==> src/rtl/pt_pkg.sv <==
package pt_pkg;

    typedef enum logic [2:0] {
        ST_IDLE,
        ST_HREQ,
        ST_HWAIT,
        ST_HEVAL,
        ST_EREQ,
        ST_EWAIT,
        ST_EEVAL
    } loc_state_e;

    // Fields kept from an accepted header
    typedef struct packed {
        logic [31:0] ecount;
        logic [31:0] bsize;
        logic [31:0] bcount;
    } tbl_hdr_t;

    // Fields kept from the entry being examined
    typedef struct packed {
        logic [31:0] name;
        logic [31:0] ebase;
        logic [31:0] actual;
        logic        ecc;
        logic        skip;
    } tbl_ent_t;

    // Result handed to the ports
    typedef struct packed {
        logic [31:0] base;
        logic [31:0] size;
        logic        ecc;
    } part_info_t;

    localparam logic [31:0] VERSION_ONE = 32'd1;

    // Payload bytes left once one check byte per 8 data bytes is removed
    function automatic logic [31:0] ecc_payload(input logic [31:0] raw);
        logic [31:0] groups;
        groups = raw / 32'd9;
        return groups << 3;
    endfunction

endpackage

==> src/rtl/pt_word_fetch.sv <==
module pt_word_fetch #(
    parameter int ADDR_W = 28
) (
    input  logic              clk,
    input  logic              rst,
    input  logic              go,
    input  logic [ADDR_W-1:0] addr,
    output logic              rd_req,
    output logic [ADDR_W-1:0] rd_addr,
    input  logic              rd_ack,
    input  logic [31:0]       rd_data,
    output logic              vld,
    output logic [31:0]       data
);

    always_ff @(posedge clk) begin
        if (rst) begin
            rd_req  <= 1'b0;
            rd_addr <= '0;
            vld     <= 1'b0;
            data    <= '0;
        end else begin
            vld <= 1'b0;
            if (go) begin
                rd_req  <= 1'b1;
                rd_addr <= {addr[ADDR_W-1:2], 2'b00};
            end else if (rd_req && rd_ack) begin
                rd_req <= 1'b0;
                vld    <= 1'b1;
                data   <= rd_data;
            end
        end
    end


    req_hold_chk: assert property (@(posedge clk) disable iff (rst)
        (rd_req && !rd_ack) |=> (rd_req && $stable(rd_addr)));


    go_idle_chk: assert property (@(posedge clk) disable iff (rst)
        go |-> !rd_req);


    addr_align_chk: assert property (@(posedge clk) disable iff (rst)
        rd_req |-> (rd_addr[1:0] == 2'b00));

endmodule

==> src/rtl/pt_xor_acc.sv <==
module pt_xor_acc #(
    parameter int W = 32
) (
    input  logic         clk,
    input  logic         rst,
    input  logic         clr,
    input  logic         en,
    input  logic [W-1:0] din,
    output logic         zero
);

    logic [W-1:0] acc;

    always_ff @(posedge clk) begin
        if (rst || clr) acc <= '0;
        else if (en)    acc <= acc ^ din;
    end

    assign zero = (acc == '0);

endmodule

==> src/rtl/pt_result_calc.sv <==
module pt_result_calc
    import pt_pkg::*;
#(
    parameter logic [31:0] WIN_BYTES    = 32'h1000_0000,
    parameter logic [31:0] HDR_SKIP     = 32'h0000_1000,
    parameter logic [31:0] ECC_HDR_SKIP = 32'h0000_0200
) (
    input  tbl_hdr_t   hdr,
    input  tbl_ent_t   ent,
    output part_info_t info
);

    logic [31:0] flash_base;
    logic [31:0] skip_bytes;

    always_comb begin
        flash_base = WIN_BYTES - hdr.bsize * hdr.bcount;
        skip_bytes = '0;
        if (ent.skip) begin
            skip_bytes = HDR_SKIP;
            if (ent.ecc) skip_bytes = HDR_SKIP + ECC_HDR_SKIP;
        end
        info.base = flash_base + hdr.bsize * ent.ebase + skip_bytes;
        info.size = ent.ecc ? ecc_payload(ent.actual) : ent.actual;
        info.ecc  = ent.ecc;
    end

endmodule

==> src/rtl/pt_locator.sv <==
module pt_locator
    import pt_pkg::*;
#(
    parameter logic [31:0] WIN_BYTES    = 32'h1000_0000,
    parameter logic [31:0] STEP         = 32'h0000_1000,
    parameter logic [31:0] MAGIC        = 32'h5041_5254,
    parameter int          HDR_WORDS    = 12,
    parameter int          HF_MAGIC     = 0,
    parameter int          HF_VER       = 1,
    parameter int          HF_ECOUNT    = 4,
    parameter int          HF_BSIZE     = 5,
    parameter int          HF_BCOUNT    = 6,
    parameter int          ENT_WORDS    = 8,
    parameter int          EF_NAME      = 0,
    parameter int          EF_BASE      = 1,
    parameter int          EF_ACTUAL    = 3,
    parameter int          EF_USER0     = 4,
    parameter int          EF_USER1     = 5,
    parameter int          ECC_BIT      = 15,
    parameter int          SKIP_BIT     = 31,
    parameter logic [31:0] HDR_SKIP     = 32'h0000_1000,
    parameter logic [31:0] ECC_HDR_SKIP = 32'h0000_0200,
    parameter int          ADDR_W       = $clog2(WIN_BYTES)
) (
    input  logic              clk,
    input  logic              rst,
    input  logic              start,
    input  logic [31:0]       target_name,
    output logic              rd_req,
    output logic [ADDR_W-1:0] rd_addr,
    input  logic              rd_ack,
    input  logic [31:0]       rd_data,
    output logic              busy,
    output logic              done_found,
    output logic              done_missing,
    output logic [31:0]       part_base,
    output logic [31:0]       part_size,
    output logic              part_ecc
);

    localparam int MAXW   = (HDR_WORDS > ENT_WORDS) ? HDR_WORDS : ENT_WORDS;
    localparam int WIDX_W = $clog2(MAXW + 1);
    localparam logic [31:0]       HDR_BYTES = 32'(HDR_WORDS * 4);
    localparam logic [31:0]       ENT_BYTES = 32'(ENT_WORDS * 4);
    localparam logic [ADDR_W-1:0] TOP_CAND  = ADDR_W'(WIN_BYTES - STEP);
    localparam logic [ADDR_W-1:0] STEP_A    = ADDR_W'(STEP);

    loc_state_e        state;
    logic [ADDR_W-1:0] cand_addr;
    logic [WIDX_W-1:0] widx;
    logic [31:0]       ent_idx;
    logic [31:0]       name_q;
    tbl_hdr_t          hdr_q;
    tbl_ent_t          ent_q;
    part_info_t        res_q;
    part_info_t        calc;

    logic              f_go;
    logic [ADDR_W-1:0] f_addr;
    logic              f_vld;
    logic [31:0]       f_data;
    logic              acc_zero;
    logic [31:0]       ent_off;
    logic              hdr_bad_word;
    logic              last_cand;
    logic              last_hword;
    logic              last_eword;
    logic              last_entry;

    // Request issue and address generation
    always_comb begin
        f_go    = (state == ST_HREQ) || (state == ST_EREQ);
        ent_off = HDR_BYTES + ent_idx * ENT_BYTES + (32'(widx) << 2);
        if (state == ST_EREQ) f_addr = cand_addr + ent_off[ADDR_W-1:0];
        else                  f_addr = cand_addr + ADDR_W'(32'(widx) << 2);
    end

    always_comb begin
        hdr_bad_word = ((widx == WIDX_W'(HF_MAGIC)) && (f_data != MAGIC)) ||
                       ((widx == WIDX_W'(HF_VER))   && (f_data != VERSION_ONE));
        last_cand  = (cand_addr == '0);
        last_hword = (widx == WIDX_W'(HDR_WORDS - 1));
        last_eword = (widx == WIDX_W'(ENT_WORDS - 1));
        last_entry = ((ent_idx + 32'd1) == hdr_q.ecount);
    end

    pt_word_fetch #(.ADDR_W(ADDR_W)) u_fetch (
        .clk    (clk),
        .rst    (rst),
        .go     (f_go),
        .addr   (f_addr),
        .rd_req (rd_req),
        .rd_addr(rd_addr),
        .rd_ack (rd_ack),
        .rd_data(rd_data),
        .vld    (f_vld),
        .data   (f_data)
    );

    pt_xor_acc #(.W(32)) u_xor (
        .clk (clk),
        .rst (rst),
        .clr (f_go && (widx == '0)),
        .en  (f_vld),
        .din (f_data),
        .zero(acc_zero)
    );

    pt_result_calc #(
        .WIN_BYTES   (WIN_BYTES),
        .HDR_SKIP    (HDR_SKIP),
        .ECC_HDR_SKIP(ECC_HDR_SKIP)
    ) u_calc (
        .hdr (hdr_q),
        .ent (ent_q),
        .info(calc)
    );

    always_ff @(posedge clk) begin
        if (rst) begin
            state        <= ST_IDLE;
            busy         <= 1'b0;
            done_found   <= 1'b0;
            done_missing <= 1'b0;
            cand_addr    <= '0;
            widx         <= '0;
            ent_idx      <= '0;
            name_q       <= '0;
            hdr_q        <= '0;
            ent_q        <= '0;
            res_q        <= '0;
        end else begin
            done_found   <= 1'b0;
            done_missing <= 1'b0;
            unique case (state)
                ST_IDLE: begin
                    if (start) begin
                        busy      <= 1'b1;
                        name_q    <= target_name;
                        res_q     <= '0;
                        cand_addr <= TOP_CAND;
                        widx      <= '0;
                        state     <= ST_HREQ;
                    end
                end
                ST_HREQ: state <= ST_HWAIT;
                ST_HWAIT: begin
                    if (f_vld) begin
                        if (widx == WIDX_W'(HF_ECOUNT)) hdr_q.ecount <= f_data;
                        if (widx == WIDX_W'(HF_BSIZE))  hdr_q.bsize  <= f_data;
                        if (widx == WIDX_W'(HF_BCOUNT)) hdr_q.bcount <= f_data;
                        if (hdr_bad_word) begin
                            widx <= '0;
                            if (last_cand) begin
                                busy         <= 1'b0;
                                done_missing <= 1'b1;
                                state        <= ST_IDLE;
                            end else begin
                                cand_addr <= cand_addr - STEP_A;
                                state     <= ST_HREQ;
                            end
                        end else if (last_hword) begin
                            state <= ST_HEVAL;
                        end else begin
                            widx  <= widx + 1'b1;
                            state <= ST_HREQ;
                        end
                    end
                end
                ST_HEVAL: begin
                    widx <= '0;
                    if (!acc_zero) begin
                        if (last_cand) begin
                            busy         <= 1'b0;
                            done_missing <= 1'b1;
                            state        <= ST_IDLE;
                        end else begin
                            cand_addr <= cand_addr - STEP_A;
                            state     <= ST_HREQ;
                        end
                    end else if (hdr_q.ecount == '0) begin
                        busy         <= 1'b0;
                        done_missing <= 1'b1;
                        state        <= ST_IDLE;
                    end else begin
                        ent_idx <= '0;
                        state   <= ST_EREQ;
                    end
                end
                ST_EREQ: state <= ST_EWAIT;
                ST_EWAIT: begin
                    if (f_vld) begin
                        if (widx == WIDX_W'(EF_NAME))   ent_q.name   <= f_data;
                        if (widx == WIDX_W'(EF_BASE))   ent_q.ebase  <= f_data;
                        if (widx == WIDX_W'(EF_ACTUAL)) ent_q.actual <= f_data;
                        if (widx == WIDX_W'(EF_USER0))  ent_q.ecc    <= f_data[ECC_BIT];
                        if (widx == WIDX_W'(EF_USER1))  ent_q.skip   <= f_data[SKIP_BIT];
                        if (last_eword) begin
                            state <= ST_EEVAL;
                        end else begin
                            widx  <= widx + 1'b1;
                            state <= ST_EREQ;
                        end
                    end
                end
                ST_EEVAL: begin
                    widx <= '0;
                    if (acc_zero && (ent_q.name == name_q)) begin
                        res_q      <= calc;
                        busy       <= 1'b0;
                        done_found <= 1'b1;
                        state      <= ST_IDLE;
                    end else if (last_entry) begin
                        busy         <= 1'b0;
                        done_missing <= 1'b1;
                        state        <= ST_IDLE;
                    end else begin
                        ent_idx <= ent_idx + 32'd1;
                        state   <= ST_EREQ;
                    end
                end
                default: state <= ST_IDLE;
            endcase
        end
    end

    assign part_base = res_q.base;
    assign part_size = res_q.size;
    assign part_ecc  = res_q.ecc;


    pulse_excl_chk: assert property (@(posedge clk) disable iff (rst)
        !(done_found && done_missing));


    busy_end_chk: assert property (@(posedge clk) disable iff (rst)
        $fell(busy) |-> (done_found || done_missing));


    result_hold_chk: assert property (@(posedge clk) disable iff (rst)
        (!busy && !start) |=> ($stable(part_base) && $stable(part_size) && $stable(part_ecc)));


    missing_zero_chk: assert property (@(posedge clk) disable iff (rst)
        done_missing |-> (part_base == '0 && part_size == '0 && !part_ecc));


    ecc_size_chk: assert property (@(posedge clk) disable iff (rst)
        (done_found && part_ecc) |-> (part_size[2:0] == 3'b000));


    name_keep_chk: assert property (@(posedge clk) disable iff (rst)
        (busy && start) |=> $stable(name_q));

endmodule

==> config.mk <==
export PLATFORM = sky130hd
export DESIGN_NAME = pt_locator
export DESIGN_NICKNAME = d
export VERILOG_FILES = /design/src/rtl/pt_pkg.sv /design/src/rtl/pt_word_fetch.sv /design/src/rtl/pt_xor_acc.sv /design/src/rtl/pt_result_calc.sv /design/src/rtl/pt_locator.sv
export SDC_FILE = /design/constraint.sdc
export NUM_CORES = 2
export LEC_CHECK = 0
export BUFFER_PORTS_ARGS = -buffer_cell sky130_fd_sc_hd__buf_2
export CAP_MARGIN = 15
export CORE_MARGIN = 2
export CORE_UTILIZATION = 55
export CTS_BUF_LIST = sky130_fd_sc_hd__clkbuf_8
export CTS_CLUSTER_DIAMETER = 60
export DETAILED_ROUTE_END_ITERATION = 10
export PLACE_DENSITY = 0.81
export SLEW_MARGIN = 15
export SYNTH_ARGS = -nofsm -noshare
export SYNTH_HDL_FRONTEND = slang
export SYNTH_SLANG_ARGS = --single-unit
==> constraint.sdc <==
create_clock -name clk -period 15.9 [get_ports clk]
set_input_delay 3.18 -clock clk [delete_from_list [all_inputs] [get_ports clk]]
set_output_delay 3.18 -clock clk [all_outputs]
set_load 0.1 [all_outputs]
==> metrics <==
status=completed; top-area cell type share of the netlist area=32.0%; HPWL Detailed=122,000 microns; Post-CTS Setup Inserts=0; Worst R2R Path Depth=47; CORE AREA=99,900 sq um; ratio of cells with drive above 1 in the final layout=7.72%; GPL Wtd Cong=0.944; CTS tree=done; CTS Buf Count=73; CP Capture Type=flip-flop; largest net degree at the start of global routing=161; initial DRC count=4,851; fin. max-slew vios=0; f_max=67.6 MHz; Setup CP Type=flip-flop to flip-flop; DIE WIDTH=321 microns; Gates resized, CTS repair=0; RSZ-0062 raised after global routing=false; Final setup viols=0; min Tclk post-route=14.80 ns; Cells after Synth=6,471; clk slew on worst S/H paths=0.06 ns; Leak Pwr=0.0248 uW; # IOs=165; fin crit share=93.1%; Pre-Repair DR Iteration Count=6; DRC=0; Post-Syn Area per Cell=8.53 sq um; clk_skew=0.0380 ns; Layout Nets=7,657; GRT Total Usage=33.0%; CP max stage delay=0.69 ns; r2r startpoint=ent_q[33]; sequential fraction of the synthesis area=16.0%; final setup margin=1.10 ns; Final Hold Vio Count=0; CTS max path bufs=3; Via Count=46,400; hold crit path type=flip-flop to flip-flop; max_cap viols=0; relative slew slack=18.8%; first-pass GRT wire length=266,000 microns; Setup WS pre-CTS=1.05 ns; VDD IR-drop max=0.146 mV; initial core utilization=55.3%; total wire length=168,000 microns; die height=321 microns; grt ovf=0; clock root buffer=clkbuf_8; Critical Path Slowest Stage Cell=dfxtp_1; FF-to-FF setup slack=1.10 ns; H-tree depth=3; Syn. warnings=0; CP required=16.51 ns; CP Max Fanout=15; PD cells=50.7 nW/um^2; flop and latch count out of synthesis=441; vias per std cell=6.01; Worst-Margin Slew=1.21 ns; clk sink count=441; Synth area leaders=fa_1 32%, dfxtp_1 16%, nand2_1 9.5%; final setup TNS=0 ns; Async SR Flop Fraction=0%; Area Growth Syn to Fin=5.47%; WL/cell=21.7 microns; die area=103,000 sq um; Worst Setup EP=part_size[3]; WHS=0.462 ns; number of enable flip-flop cells after synthesis=0; row cnt=116; Crit. Startpoint=ent_q[33]; Hold Buf Count CTS=0; vias in the first global route=48,000; Worst setup SP type=flip-flop; Crit Reg-Reg Endpoint=part_size[3]; ys flop type=dfxtp_1; initial antenna violation count=6; Core Util, Final=58.3%; Synth area leader=fa_1; Port Buffers=162; Clk Latency, worst-skew pair=0.71 ns; synthesized area=55,200 sq um; Worst EP arrival=15.41 ns; Detail Route Antenna Nets=0; Synth cell types=127
==> stage by stage <==
stage	power, uW	instance area [sq um]	instances
CTS	2950	58100	7723
global route	3060	58200	7725
finish	2950	58200	7725
global placement	1900	56700	7590
detailed placement	1920	56700	7591
floorplan	1710	55200	6481
==> metal layers <==
layer	routed length (microns)	up-vias	share of wire, %	GRT usage [%]
li1	-	20200	-	-
met1	62900	22800	37	42.4
met5	36	-	0.021	0
met4	10300	6	6.1	17.3
met2	76200	2695	45	52.5
met3	18500	640	11	7.18
==> cell usage after synthesis (all sizes together), types with 16 or more instances <==
cell / n
o31ai: 19
nand4: 39
a211oi: 34
a21oi: 426
o21bai: 41
mux2i: 24
inv: 746
or3: 22
a21o: 24
fa: 882
nand2b: 26
nor3: 59
xnor2: 240
nor2: 272
o21ai: 89
and3: 34
nand3: 40
a22oi: 34
dfxtp: 441
nand2: 1404
a31oi: 51
and2: 309
xor2: 102
buf: 48
or3b: 19
or2: 16
clkbuf: 397
ha: 339
nor4: 38
==> cells by family (layout without fill, tap and decap cells) <==
kind of cell	Yosys count	after routing	share of synthesized area, %
xor gates and xnor gates	342	342	5.48
buffers and inverters	1200	1144	8.42
DFF	441	441	16.0
and+or+nand+nor	2335	2335	19.0
adders and majority gates	1224	1224	39.7
muxes	30	30	0.571
other	1	13	0.00679
AOI/OAI and AO/OA	898	898	10.8
==> worst max-delay path: cells and delay by family (launching register included) <==
family,cells,cell delay (ns)
compound gates,29,9.15
simple gates,10,2.79
xor+xnor,5,1.00
mux,2,0.86
flops,1,0.69
fa+ha+maj,1,0.25
==> power by group <==
part / internal, uW / switching (uW)
logic: 187 / 465
registers: 1170 / 90.6
clock network: 533 / 508
==> sequential cells by signal (all words and copies together) (netlist names) <==
signal and flops:
name_q 32, ent_idx 32, done_found 1, state 3, busy 1, part_ecc 1, u_fetch.vld 1, done_missing 1
u_fetch.rd_req 1, u_fetch.rd_addr 26, widx 4, part_size 32, part_base 32, cand_addr 16, u_fetch.data 32, hdr_q 96
u_xor.acc 32, ent_q 98
==> area by class of cell <==
cell class / count / area [sq um]
tap: 1298 / 1620
timing repair buffer: 261 / 1570
clock inverter: 50 / 358
clock buffer: 82 / 1130
sequential: 441 / 8850
inverter: 751 / 2820
multi-input combinational: 4840 / 41900
fill: 8543 / 41600
antenna: 2 / 5.00
==> worst min-delay path by stage <==
stage | from | to | slack (ns) | depth (start not counted)
floorplan | hdr_q[31] | hdr_q[31] | 0.45 | 2
global placement | hdr_q[55] | hdr_q[55] | 0.44 | 2
detailed placement | u_fetch.rd_addr[3] | u_fetch.rd_addr[3] | 0.45 | 2
CTS | hdr_q[46] | hdr_q[46] | 0.46 | 2
global route | hdr_q[54] | hdr_q[54] | 0.48 | 2
finish | hdr_q[46] | hdr_q[46] | 0.46 | 2
==> layout by cell type, fill, tap and decap left out, drive strengths merged, types with 17 or more instances in the layout <==
cell type | netlist | routed
a22oi | 34 | 34
fa | 882 | 882
nand3 | 40 | 40
or3 | 22 | 22
a21oi | 426 | 426
o31ai | 19 | 19
inv | 746 | 779
mux2i | 24 | 24
buf | 48 | 261
xnor2 | 240 | 240
clkbuf | 397 | 82
ha | 339 | 339
nand4 | 39 | 39
nor4 | 38 | 38
a211oi | 34 | 34
o21ai | 89 | 89
a31oi | 51 | 51
nor2 | 272 | 272
nor3 | 59 | 59
a21o | 24 | 24
o21bai | 41 | 41
or3b | 19 | 19
dfxtp | 441 | 441
xor2 | 102 | 102
clkinv | 5 | 17
and3 | 34 | 34
and2 | 309 | 309
nand2b | 26 | 26
nand2 | 1404 | 1404
Note: power is estimated with default switching activity, not from simulation.
